### src/rtl/page_burst_seq.sv
module page_burst_seq #(
  parameter int AW   = 16,
  parameter int DW   = 64,
  parameter int COLW = 6,
  parameter int CW   = 4
) (
  input  logic          clk,
  input  logic          rst_n,
  input  logic          req_valid,
  input  logic          req_burst,
  input  logic [AW-1:0] req_addr,
  input  logic [CW-1:0] cfg_first,
  input  logic [CW-1:0] cfg_next,
  input  logic [CW-1:0] cfg_miss,
  input  logic          cfg_fast_beats,
  output logic          req_ready,
  output logic [AW-1:0] mem_addr,
  input  logic [DW-1:0] mem_rdata,
  output logic          beat_valid,
  output logic          beat_last,
  output logic [DW-1:0] beat_data
);
  localparam int PW = AW - COLW;
  localparam int TW = CW + 2;

  logic          busy;
  logic [1:0]    left;
  logic [AW-1:0] addr_q;
  logic [PW-1:0] open_pg;
  logic          pg_vld;
  logic [CW-1:0] x_q, y_q, pen_q;
  logic          fast_q;
  logic [TW-1:0] cnt;

  function automatic logic [TW-1:0] beat_cost(input logic [CW-1:0] base,
                                               input logic miss,
                                               input logic [CW-1:0] pen);
    logic [TW-1:0] b;
    b = (base == '0) ? TW'(1) : TW'(base);
    return b + (miss ? TW'(pen) : TW'(0));
  endfunction

  wire           accept   = req_valid && !busy;
  wire           done     = busy && (cnt == TW'(1));
  wire [AW-1:0]  nxt_addr = addr_q + AW'(1);
  wire [PW-1:0]  req_pg   = req_addr[AW-1:COLW];
  wire [PW-1:0]  nxt_pg   = nxt_addr[AW-1:COLW];
  wire           req_miss = !pg_vld || (req_pg != open_pg);
  wire           nxt_miss = nxt_pg != open_pg;

  assign req_ready = !busy;
  assign mem_addr  = addr_q;

  always_ff @(posedge clk) begin
    if (!rst_n) begin
      busy       <= 1'b0;
      left       <= '0;
      addr_q     <= '0;
      open_pg    <= '0;
      pg_vld     <= 1'b0;
      x_q        <= '0;
      y_q        <= '0;
      pen_q      <= '0;
      fast_q     <= 1'b0;
      cnt        <= '0;
      beat_valid <= 1'b0;
      beat_last  <= 1'b0;
      beat_data  <= '0;
    end else begin
      beat_valid <= 1'b0;
      beat_last  <= 1'b0;
      if (accept) begin
        busy    <= 1'b1;
        left    <= req_burst ? 2'd3 : 2'd0;
        addr_q  <= req_addr;
        open_pg <= req_pg;
        pg_vld  <= 1'b1;
        x_q     <= cfg_first;
        y_q     <= cfg_next;
        pen_q   <= cfg_miss;
        fast_q  <= cfg_fast_beats;
        cnt     <= beat_cost(cfg_first, req_miss, cfg_miss);
      end else if (done) begin
        beat_valid <= 1'b1;
        beat_data  <= mem_rdata;
        if (left == 2'd0) begin
          busy      <= 1'b0;
          beat_last <= 1'b1;
        end else begin
          left    <= left - 2'd1;
          addr_q  <= nxt_addr;
          open_pg <= nxt_pg;
          cnt     <= beat_cost(fast_q ? y_q : x_q, nxt_miss, pen_q);
        end
      end else if (busy) begin
        cnt <= cnt - TW'(1);
      end
    end
  end


  last_has_valid_chk: assert property (@(posedge clk) disable iff (!rst_n)
    beat_last |-> beat_valid);


  busy_after_accept_chk: assert property (@(posedge clk) disable iff (!rst_n)
    (req_valid && req_ready) |=> !req_ready);


  mid_beat_busy_chk: assert property (@(posedge clk) disable iff (!rst_n)
    (beat_valid && !beat_last) |-> !req_ready);


  addr_step_chk: assert property (@(posedge clk) disable iff (!rst_n)
    (beat_valid && !beat_last) |-> (mem_addr == $past(mem_addr) + AW'(1)));


  addr_hold_chk: assert property (@(posedge clk) disable iff (!rst_n)
    !req_ready |=> (beat_valid || $stable(mem_addr)));
endmodule

### config.mk
export PLATFORM = sky130hd
export DESIGN_NAME = page_burst_seq
export DESIGN_NICKNAME = d
export VERILOG_FILES = /design/src/rtl/page_burst_seq.sv
export SDC_FILE = /design/constraint.sdc
export NUM_CORES = 1
export LEC_CHECK = 0
export ABC_AREA = 1
export BUFFER_PORTS_ARGS = -buffer_cell sky130_fd_sc_hd__buf_4
export CAP_MARGIN = 40
export CORE_MARGIN = 3
export CORE_UTILIZATION = 51
export CTS_CLUSTER_SIZE = 10
export DETAILED_ROUTE_END_ITERATION = 8
export HOLD_SLACK_MARGIN = 0.02
export PLACE_DENSITY = 0.82
export REMOVE_ABC_BUFFERS = 1
export SLEW_MARGIN = 20
export SYNTH_ARGS = -nofsm -noshare
export SYNTH_HDL_FRONTEND = slang
export SYNTH_SLANG_ARGS = --single-unit
export TNS_END_PERCENT = 30
### constraint.sdc
create_clock -name clk -period 4.3 [get_ports clk]
set_input_delay 0.215 -clock clk [delete_from_list [all_inputs] [get_ports clk]]
set_output_delay 0.215 -clock clk [all_outputs]
set_load 0.005 [all_outputs]
==> results.tsv <==
metric	value	unit
CTS Hold Bufs	0	
VDD IR-drop max	0.210	mV
drt first pass iters	5	
Main synth FF type	dfxtp_1	
global-route wire length before repair	23.1	mm
critical path's largest stage delay	0.49	ns
Crit path top cell by count	nand2_1	
grt total ovfl	0	
Largest delay share family, worst path	buffers and inverters	
Hold Path Origin	mem_rdata[23]	
post-synthesis cell count	692	
Die Wd	105	µm
Critical Path Start Type	flip-flop	
Critical Path RT	4.60	ns
Leakage Power	2.87	nW
CP cell instances	inv_1 > ha_1 > nand2_1 > nor2_4 > nand2_4 > clkinv_2 > buf_4 > nand2_1 > a21oi_1	
Inserted Diodes	0	
status	finished clean	
Synth async-reset ratio	0	%
FF-to-FF path depth	9	
crit-path max FO	73	
fin crit period	2.64	ns
Setup Fix Bufs, Post-CTS	0	
Synth Warn #	0	
final hold vios	0	
largest net degree at the start of global routing	74	
Hold WC Path Type	input port to flip-flop	
EDFF count, synth	0	
TritonCTS Buffers	9	
htree depth	3	
# fillers	827	
skew final	0.0143	ns
GRT Total Usage	25.2	%
TritonCTS clock tree	done	
setup_tns	0	ns
core area	9370	µm²
PwrDens	313	nW/µm²
row cnt	35	
max_cap viols	0	
DR WL/cell	14.6	µm
root buffer cell	clkbuf_8	
HPWL Detailed	10.4	mm
Critical Path AT	2.94	ns
worst path bufs/invs	3	
die area	11000	µm²
final max-slew violation count	0	
slew of the pin with the lowest slew margin	0.760	ns
footprint of the multi-input gates	2460	µm²
hold path endpoint	beat_data[23]$_SDFFE_PN0P_	
Worst Setup End Kind	flip-flop	
Rel. slew slack	49.3	%
Power Total	2.03	mW
Seq/Total Area, Yosys	42.2	%
Vias/cell	5.23	
R2R Path End	beat_data[13]$_SDFFE_PN0P_	
reg-to-reg critical path startpoint	cnt[1]$_SDFFE_PN0P_	
Detail Route Antenna Nets	0	
P&R area growth vs syn	30.4	%
Routed Wire Length	14.3	mm
Critical-path top delay cell	buf_4	
Port-buffer cells	179	
post-cts resize count	0	
setup repair after global routing missed its margin	no	
Reg clk slew, reported paths	0.11	ns
initial antenna violation count	0	
Layout Nets	960	
die height	105	µm
kind of critical path	flip-flop to flip-flop	
#FFs+latches synth	105	
clock sink count	105	
post-synth top area share	42.2	%
clk_lat worst skew	0.37	ns
Tcrit/Tclk final	61.3	%
Yosys cell types	40	
Worst R2R Setup Slack	1.66	ns
Post-Syn Area	4980	µm²
Residual DRC	0	
Initial Util	53.1	%
Syn Area/Cell	7.19	µm²
worst hold stages	3	
most area-consuming cells after synthesis	dfxtp_1 (42%), nand2_1 (16%), a21oi_1 (8.3%)	
GP Congestion	0.879	
Bufs on Longest Clock Path	2	
Layout Utilization	69.3	%
FMAX	379	MHz
Reg area	2100	µm²
vias in the first global route	4949	
final setup fails	0	
Iteration-0 DRC Markers	214	
largest area contributor in the netlist	dfxtp_1	
share of cells above drive strength 1	27.0	%
via count	5144	
io pins	180	
[cell type report]
cell class	count	share of cell area [%]
multi-input cells	502	37.9
clock buffers	10	2.12
repair buffers	183	21.3
flip-flops and latches	105	32.4
inverters	48	2.79
clock inverters	6	0.944
well taps	129	2.49
[per-stage QoR]
stage / worst slack, ns / cells / cell area [µm²] / hold slack, ns
floorplan: 2.01 / 655 / 4750 / 0.313
global placement: 1.70 / 966 / 6270 / 0.442
detailed placement: 1.66 / 967 / 6290 / 0.451
CTS: 1.65 / 983 / 6490 / 0.0843
global route: 1.41 / 983 / 6490 / 0.0783
finish: 1.66 / 983 / 6490 / 0.0901
[registers in the layout, indices dropped and copies added (netlist names)]
| signal | count |
|---|---|
| pg_vld | 1 |
| mem_addr | 16 |
| busy | 1 |
| y_q | 4 |
| left | 2 |
| cnt | 6 |
| x_q | 4 |
| beat_data | 64 |
| pen_q | 4 |
| beat_last | 1 |
| beat_valid | 1 |
| fast_q | 1 |
[where the power goes]
| group | total [mW] | switching [mW] | internal [mW] |
|---|---|---|---|
| Sequential | 1.06 | 0.0380 | 1.02 |
| Combinational | 0.376 | 0.204 | 0.172 |
| Clock | 0.601 | 0.361 | 0.240 |
| Total | 2.03 | 0.603 | 1.43 |
[worst register-to-register path: stages (launching register included)]
cell and delay (ns):
dfxtp_1 0.31, inv_1 0.12, ha_1 0.17, nand2_1 0.08, nor2_4 0.18, nand2_4 0.41
clkinv_2 0.53, buf_4 0.49, nand2_1 0.11, a21oi_1 0.17
[how the worst max path moves through the flow]
stage	start	to	slack [ns]	depth (start not counted)
floorplan	cnt[1]$_SDFFE_PN0P_	cnt[4]$_SDFFE_PN0P_	2.01	10
global placement	cnt[1]$_SDFFE_PN0P_	beat_data[53]$_SDFFE_PN0P_	1.70	9
detailed placement	cnt[1]$_SDFFE_PN0P_	beat_data[13]$_SDFFE_PN0P_	1.66	9
CTS	cnt[1]$_SDFFE_PN0P_	beat_data[13]$_SDFFE_PN0P_	1.65	9
global route	cnt[1]$_SDFFE_PN0P_	beat_data[6]$_SDFFE_PN0P_	1.41	9
finish	cnt[1]$_SDFFE_PN0P_	beat_data[13]$_SDFFE_PN0P_	1.66	9
[synth_stat cells, types with 2 or more instances]
library cell	n
nand3_1	37
clkbuf_1	21
buf_8	5
o31ai_1	2
nand2_2	11
nand2_1	218
mux2i_1	3
nand4_1	4
a21oi_1	83
xnor2_1	5
fa_1	2
xor2_1	3
dfxtp_1	105
a21oi_2	10
o21ai_0	32
nor3_1	2
inv_2	4
inv_1	43
nor2_1	57
a21boi_0	5
o211ai_1	3
ha_1	12
o2111ai_1	2
buf_2	7
[placed cells by master, fill, tap and decap left out, drive strengths merged, types with 2 or more instances in the layout]
cell type	instances
xor2	3
nand4	4
o21ai	34
a21boi	5
nand2	230
o31ai	2
nand3	38
a21oi	93
inv	49
buf	183
xnor2	5
dfxtp	105
fa	2
o211ai	3
ha	12
mux2i	3
nor2	59
clkbuf	10
clkinv	4
nor3	2
o2111ai	2
[routing by layer]
metal / vias to the layer above / global-route usage (%) / share of wire [%]
li1: 2541 / - / -
met1: 2377 / 30.5 / 40
met2: 210 / 41.8 / 48
met3: 16 / 9.57 / 11
met4: 0 / 6.94 / 1.1
met5: - / 0 / 0
[cells by family (layout without fill, tap and decap cells)]
group | Yosys count | after routing | synth area share, %
buffers and inverters | 85 | 247 | 8.29
AOI/OAI and AO/OA | 143 | 143 | 16.1
adders and majority gates | 14 | 14 | 3.82
xor gates and xnor gates | 8 | 8 | 1.41
and+or+nand+nor | 334 | 334 | 27.6
DFF | 105 | 105 | 42.2
muxes | 3 | 3 | 0.603
Power figures use the tool's default switching activity.
